### config.mk
export PLATFORM = sky130hd
export DESIGN_NAME = irq_prio_ctrl
export DESIGN_NICKNAME = d
export VERILOG_FILES = /design/src/rtl/irq_prio_ctrl.sv
export SDC_FILE = /design/constraint.sdc
export NUM_CORES = 1
export LEC_CHECK = 0
export ABC_AREA = 1
export BUFFER_PORTS_ARGS = -buffer_cell sky130_fd_sc_hd__buf_2
export CAP_MARGIN = 15
export CELL_PAD_IN_SITES_DETAIL_PLACEMENT = 1
export CELL_PAD_IN_SITES_GLOBAL_PLACEMENT = 1
export CORE_MARGIN = 5
export CORE_UTILIZATION = 33
export DETAILED_ROUTE_END_ITERATION = 6
export PLACE_DENSITY = 0.89
export SYNTH_ARGS = -nofsm -noshare
export SYNTH_HDL_FRONTEND = slang
export SYNTH_SLANG_ARGS = --single-unit
export TNS_END_PERCENT = 100
### constraint.sdc
create_clock -name clk -period 1.65 [get_ports clk]
set_input_delay 0.165 -clock clk [delete_from_list [all_inputs] [get_ports clk]]
set_output_delay 0.165 -clock clk [all_outputs]
set_load 0.02 [all_outputs]
### src/rtl/irq_prio_ctrl.sv
module irq_prio_ctrl #(
  parameter int          N        = 16,
  parameter int          NUM_W    = 7,
  parameter int          ADDR_W   = 16,
  parameter logic [6:0]  NUM_BASE = 7'h70,
  parameter logic [15:0] VEC_BASE = 16'hFF00
) (
  input  logic              clk,
  input  logic              rst_n,
  input  logic [N-1:0]      irq_lines,
  input  logic              int_en,
  input  logic              mask_cmd,
  input  logic              unmask_cmd,
  input  logic              ack_cmd,
  input  logic [N-1:0]      cmd_bits,
  input  logic              wait_req,
  output logic [N-1:0]      pend_status,
  output logic              irq_req,
  output logic [NUM_W-1:0]  irq_num,
  output logic [ADDR_W-1:0] vec_addr,
  output logic              wake,
  output logic              core_halt
);
  localparam int IW = $clog2(N);

  logic [N-1:0] lines_q, pend, en_mask, live, rise;
  logic [IW-1:0] sel_idx;
  logic sleeping;

  assign rise = irq_lines & ~lines_q;
  assign live = pend & en_mask;

  always_ff @(posedge clk) begin
    if (!rst_n) begin
      lines_q  <= '0;
      pend     <= '0;
      en_mask  <= '0;
      sleeping <= 1'b0;
    end else begin
      lines_q <= irq_lines;
      pend    <= (pend & ~(ack_cmd ? cmd_bits : '0)) | rise;
      if (mask_cmd)
        en_mask <= (en_mask | (unmask_cmd ? cmd_bits : '0)) & ~cmd_bits;
      else if (unmask_cmd)
        en_mask <= en_mask | cmd_bits;
      if (wake)
        sleeping <= 1'b0;
      else if (wait_req)
        sleeping <= 1'b1;
    end
  end

  always_comb begin
    sel_idx = '0;
    for (int i = N - 1; i >= 0; i--)
      if (live[i]) sel_idx = IW'(i);
  end

  assign wake        = |live;
  assign irq_req     = wake & int_en;
  assign irq_num     = NUM_BASE + NUM_W'(sel_idx);
  assign vec_addr    = VEC_BASE + (ADDR_W'(irq_num) << 1);
  assign core_halt   = sleeping & ~wake;
  assign pend_status = pend;
endmodule

# ---- Word level (Yosys, flattened, before mapping)
# Cells that the tools add are included.
dict set report word_totals {
  reg_bits 49
  latch_bits 0
  ram_bits 0
  mem_bits_ro 0
  input_bits 39
  out_inout_bits 42
  elab_cells 43
  mem_count 0
}
dict set report op_classes {
  n_addsub 2
  n_mul 0
  n_div 0
  magnitude_cmp 0
  eq_ne 0
  n_shift 0
  n_mux 20
  bitwise_logic 14
  n_reduce_logical 3
}
# cell count
set op_table {}
lappend op_table {{16-bit bitwise AND} 4}
lappend op_table {{16-bit two-way mux} 4}
lappend op_table {{4-bit two-way mux} 16}
lappend op_table {{16-bit NOT} 3}
lappend op_table {{16-bit bitwise OR} 3}
lappend op_table {{17-bit OR reduction} 1}
lappend op_table {{16-bit OR reduction} 1}
lappend op_table {{9-bit by 9-bit adder with 10-bit output, first input constant} 1}
lappend op_table {{5-bit by 5-bit adder with 6-bit output, first input constant} 1}
lappend op_table {{1-bit bitwise AND} 2}
lappend op_table {{1-bit NOT} 2}
lappend op_table {{2-bit nonzero test} 1}

# ---- Depth between registers and ports, before layout
dict set report depth {
  depth_word 19
  ltp_mapped 17
  mapped_depth_nobuf 16
}

# ---- Worst setup path after synthesis
# No wires, ideal clock.
dict set report synth_timing {
  path_type {register -> output}
  start {reg pend[15], in the netlist pend_status[15]}
  end {out vec_addr[1]}
  t_arrival_ns 1.606
  t_required_ns 1.485
  slack_ns -0.121
  path_stages_with_launch 18
  path_buffers 1
  path_cell_list {dfxtp_1 > nand2_1 > inv_1 > nand2_1 > nand2_1 > nand2_1 > nand2_1 > nand2_1 > nand2_1 > nand2_1 > nand2_1 > nand2_1 > nand2_1 > nand2_1 > nand2_1 > nand2_1 > a21oi_2 > buf_4}
}
dict set report synth_between {
  elab_chain_cells 19
}
# item line
set synth_rtl {}
lappend synth_rtl {{start: declaration} 26} ;# logic [N-1:0] lines_q, pend, en_mask, live, rise;
lappend synth_rtl {{start signal: assignment} 41} ;# pend <= (pend & ~(ack_cmd ? cmd_bits : '0)) | rise;
lappend synth_rtl {{16-bit bitwise AND} 31} ;# assign live = pend & en_mask;
lappend synth_rtl {{4-bit two-way mux (16 in series)} 56} ;# if (live[i]) sel_idx = IW'(i);
lappend synth_rtl {{5-bit by 5-bit adder with 6-bit output} 61} ;# assign irq_num = NUM_BASE + NUM_W'(sel_idx);
lappend synth_rtl {{via irq_num[0]} 19} ;# output logic [NUM_W-1:0] irq_num,
lappend synth_rtl {{9-bit by 9-bit adder with 10-bit output} 62} ;# assign vec_addr = VEC_BASE + (ADDR_W'(irq_num) << 1);
lappend synth_rtl {{end: declaration} 20} ;# output logic [ADDR_W-1:0] vec_addr,
# The timed path passes the listed nets, and every way through them passes these cells.

# ---- Final worst setup path
dict set report layout_timing {
  start {reg en_mask[15]}
  end {out irq_num[0]}
}
dict set report layout_between {
  elab_chain_cells 18
}
# item line
set layout_rtl {}
lappend layout_rtl {{start: declaration} 26}
lappend layout_rtl {{start signal: assignment} 43} ;# en_mask <= (en_mask | (unmask_cmd ? cmd_bits : '0)) & ~cmd_bits;
lappend layout_rtl {{start signal: assignment} 45} ;# en_mask <= en_mask | cmd_bits;
lappend layout_rtl {{16-bit bitwise AND} 31}
lappend layout_rtl {{4-bit two-way mux (16 in series)} 56}
lappend layout_rtl {{5-bit by 5-bit adder with 6-bit output} 61}
lappend layout_rtl {{end: declaration} 19}
# Every way passes these cells.

==> results_dict.tcl <==
set metrics [dict create \
    status "finished with violations" \
    violations "setup timing" \
    drc_errors 0 \
    ff2ff_setup_slack_ns 0.58 \
    antenna_found_initial 0 \
    wl_per_cell_um 14.3 \
    syn-cell-area_um2 2000 \
    antenna_left 0 \
    cts-root-buf "clkbuf_8" \
    r2r-end "sleeping" \
    overflow 0 \
    crit_buf_inv 2 \
    finalHoldViolCount 0 \
    synth_simple_gate_area_frac 0.205 \
    start_util 0.338 \
    synth_xor_area_frac 0 \
    period_needed_ns 1.86 \
    yosys_warnings 0 \
    post_synth_main_area_contributors "dfxtp_1 49%, nand2_1 12%, buf_4 7.1%" \
    max_stage_delay_ns 0.34 \
    drv_slew 0 \
    cap_violations 0 \
    cts.sinks 49 \
    drive_gt1_frac 0.342 \
    cp_common_cell "nand2_1" \
    p_leak_nw 1.30 \
    multiInputGateArea_um2 857 \
    hp-start "cmd_bits[3]" \
    firstDrtPassIters 4 \
    place.gp.congestion 0.725 \
    critPathRequiredTime_ns 1.48 \
    crit_type "reg -> out" \
    yosysUniqueCellTypes 19 \
    cts_made_buffers 5 \
    worst_r2r_path_depth 6 \
    ys_seq_elements 49 \
    dp_hpwl_um 4240 \
    clk_pin_slew_ns 0.09 \
    synth_top_cell_area_share 0.490 \
    area_growth_pct 25.7 \
    vias_per_cell 4.69 \
    grt_pass1_vias 1980 \
    register_area_um2 985 \
    cp.arrival_ns 1.69 \
    layout_setup_ws_ns -0.209 \
    worstSetupEndpointType "primary output" \
    synth_cells 258 \
    row_count 28 \
    synth.area.mux_share 0 \
    routed-via-count 1862 \
    drtIter0Drc 69 \
    worstPathMaxFanout 2 \
    wirelength_um 5690 \
    grt_max_degree 17 \
    port_buffers 65 \
    cp_top_family "simple AND/OR/NAND/NOR gates" \
    syn_area_per_cell_um2 7.76 \
    r2r_start "pend_status[9]" \
    final_core_util 0.425 \
    fin_hold_ws_ns 0.0657 \
    dieArea_um2 7730 \
    io_pins 81 \
    fill_cells 746 \
    slowest_stage "dfxtp_2" \
    power_density_nw_per_um2 1020 \
    track_usage 0.150 \
    cts_tree "built" \
    min_period_over_period 1.13 \
    crit_path_start_kind "flip-flop" \
    htree_levels 2 \
    die_w_um 87.9 \
    synth_compound_area_frac 0.165 \
    diodes 0 \
    max_freq_ghz 0.538 \
    yosysTopAreaCell "dfxtp_1" \
    synth_seq_area_share 0.490 \
    clkLatencyLatePin_ns 0.30 \
    min_path_type "in -> reg" \
    final-setup-viol-count 6 \
    grt_pass1_wl_um 9080 \
    holdPathStages 2 \
    clk_path_buf_depth 2 \
    die_h_um 87.9 \
    final_nets 360 \
    skew_ns 0.00677 \
    core-area_um2 5920 \
    synth_top_family_by_area "simple AND/OR/NAND/NOR gates" \
    grt_setup_unrepaired "yes" \
    vdd_drop_max_uv 438 \
    synth_fa_ha_area_frac 0 \
    crit_path_cell_trace "nand2_2 -> inv_1 -> nand2_1 -> nand2_1 -> nand2_1 -> nand2_1 -> nand2_1 -> nand2_1 -> nand2_1 -> nand2_1 -> nand2_1 -> nand2_1 -> nand2_1 -> nand2_1 -> nand2_2 -> a21oi_4 -> buf_6" \
]
[layer usage]
| metal | vias up | track usage | share of wire | wire, µm |
|---|---|---|---|---|
| met5 | - | 0 | 0 | 0 |
| met4 | 0 | 0.0502 | 0.011 | 62 |
| met3 | 4 | 0.0263 | 0.051 | 290 |
| met2 | 46 | 0.282 | 0.53 | 3020 |
| met1 | 885 | 0.168 | 0.41 | 2320 |
| li1 | 927 | - | - | - |
[per-stage QoR]
| stage | std cells | setup slack, ns | instance area [µm²] | total power (W) | setup TNS (ns) |
|---|---|---|---|---|---|
| 2_1_floorplan | 271 | 0.0128 | 2070 | 0.00170 | 0 |
| 3_3_place_gp | 383 | 0.116 | 2310 | 0.00182 | 0 |
| 3_5_place_dp | 383 | 0.0507 | 2310 | 0.00184 | 0 |
| 4_1_cts | 394 | -0.239 | 2480 | 0.00256 | -0.857 |
| 5_1_grt | 397 | -0.331 | 2520 | 0.00269 | -1.95 |
| 6_report | 397 | -0.209 | 2520 | 0.00256 | -0.871 |
[cells in the mapped netlist, drive strengths merged]
cell	instances
clkbuf	9
dfxtp	49
o21bai	1
a21oi	19
a211oi	16
inv	23
o21ai	18
buf	21
nand2	71
a21boi	1
nor2	10
a31oi	1
nand3	17
conb	2
[worst max-delay path by stage]
stage | start | to | slack, ns | cells after the start
global route | pend_status[15] | irq_num[0] | -0.33 | 17
floorplan | pend_status[13] | vec_addr[1] | 0.01 | 15
global placement | pend_status[15] | vec_addr[1] | 0.12 | 17
detailed placement | pend_status[15] | vec_addr[1] | 0.05 | 17
finish | en_mask[15] | irq_num[0] | -0.21 | 17
CTS | en_mask[15] | vec_addr[1] | -0.24 | 17
[cells by family after synthesis]
family,after synthesis
DFF,49
buffers and inverters,53
other,2
and+or+nand+nor,98
AOI/OAI and AO/OA,56
[power by group]
group / switching [W] / total, W / internal (W)
sequential: 0.0000531 / 0.00132 / 0.00126
clock: 0.000379 / 0.000680 / 0.000300
combinational: 0.000352 / 0.000560 / 0.000207
[repair_timing]
action | in CTS | in global routing
hold buffers | 0 | 0
gates resized for setup | 20 | 7
setup endpoints to repair | 11 | 11
pin swaps | 4 | 4
setup buffers | 3 | 3
[area by class of cell]
cell class              instances  area share
multi-input cells             169       0.340
repair buffers                 73       0.164
clock buffers                   7      0.0303
well taps                      75      0.0373
flip-flops and latches         49       0.391
inverters                      23      0.0343
clock inverters                 1     0.00298
[cells in the final DEF (no fill, tap or decap)]
master and count:
a211oi_1 16, a21boi_2 1, a21oi_1 17, a21oi_2 1
a21oi_4 1, a31oi_2 1, buf_2 57, buf_4 14
buf_6 2, clkbuf_1 2, clkbuf_8 5, clkinvlp_4 1
conb_1 15, dfxtp_1 46, dfxtp_2 3, inv_1 19
inv_2 4, nand2_1 56, nand2_2 15, nand3_1 17
nor2_1 5, nor2_2 3, nor2_4 2, o21ai_0 1
o21ai_1 17, o21bai_1 1
[worst register-to-register path: stages, from the launching register on]
cell     delay, ns
dfxtp_1       0.36
nand2_2       0.09
nand2_1       0.11
nor2_4        0.14
buf_4         0.13
nand3_1       0.07
nor2_1        0.11
Power figures use the tool's default switching activity.
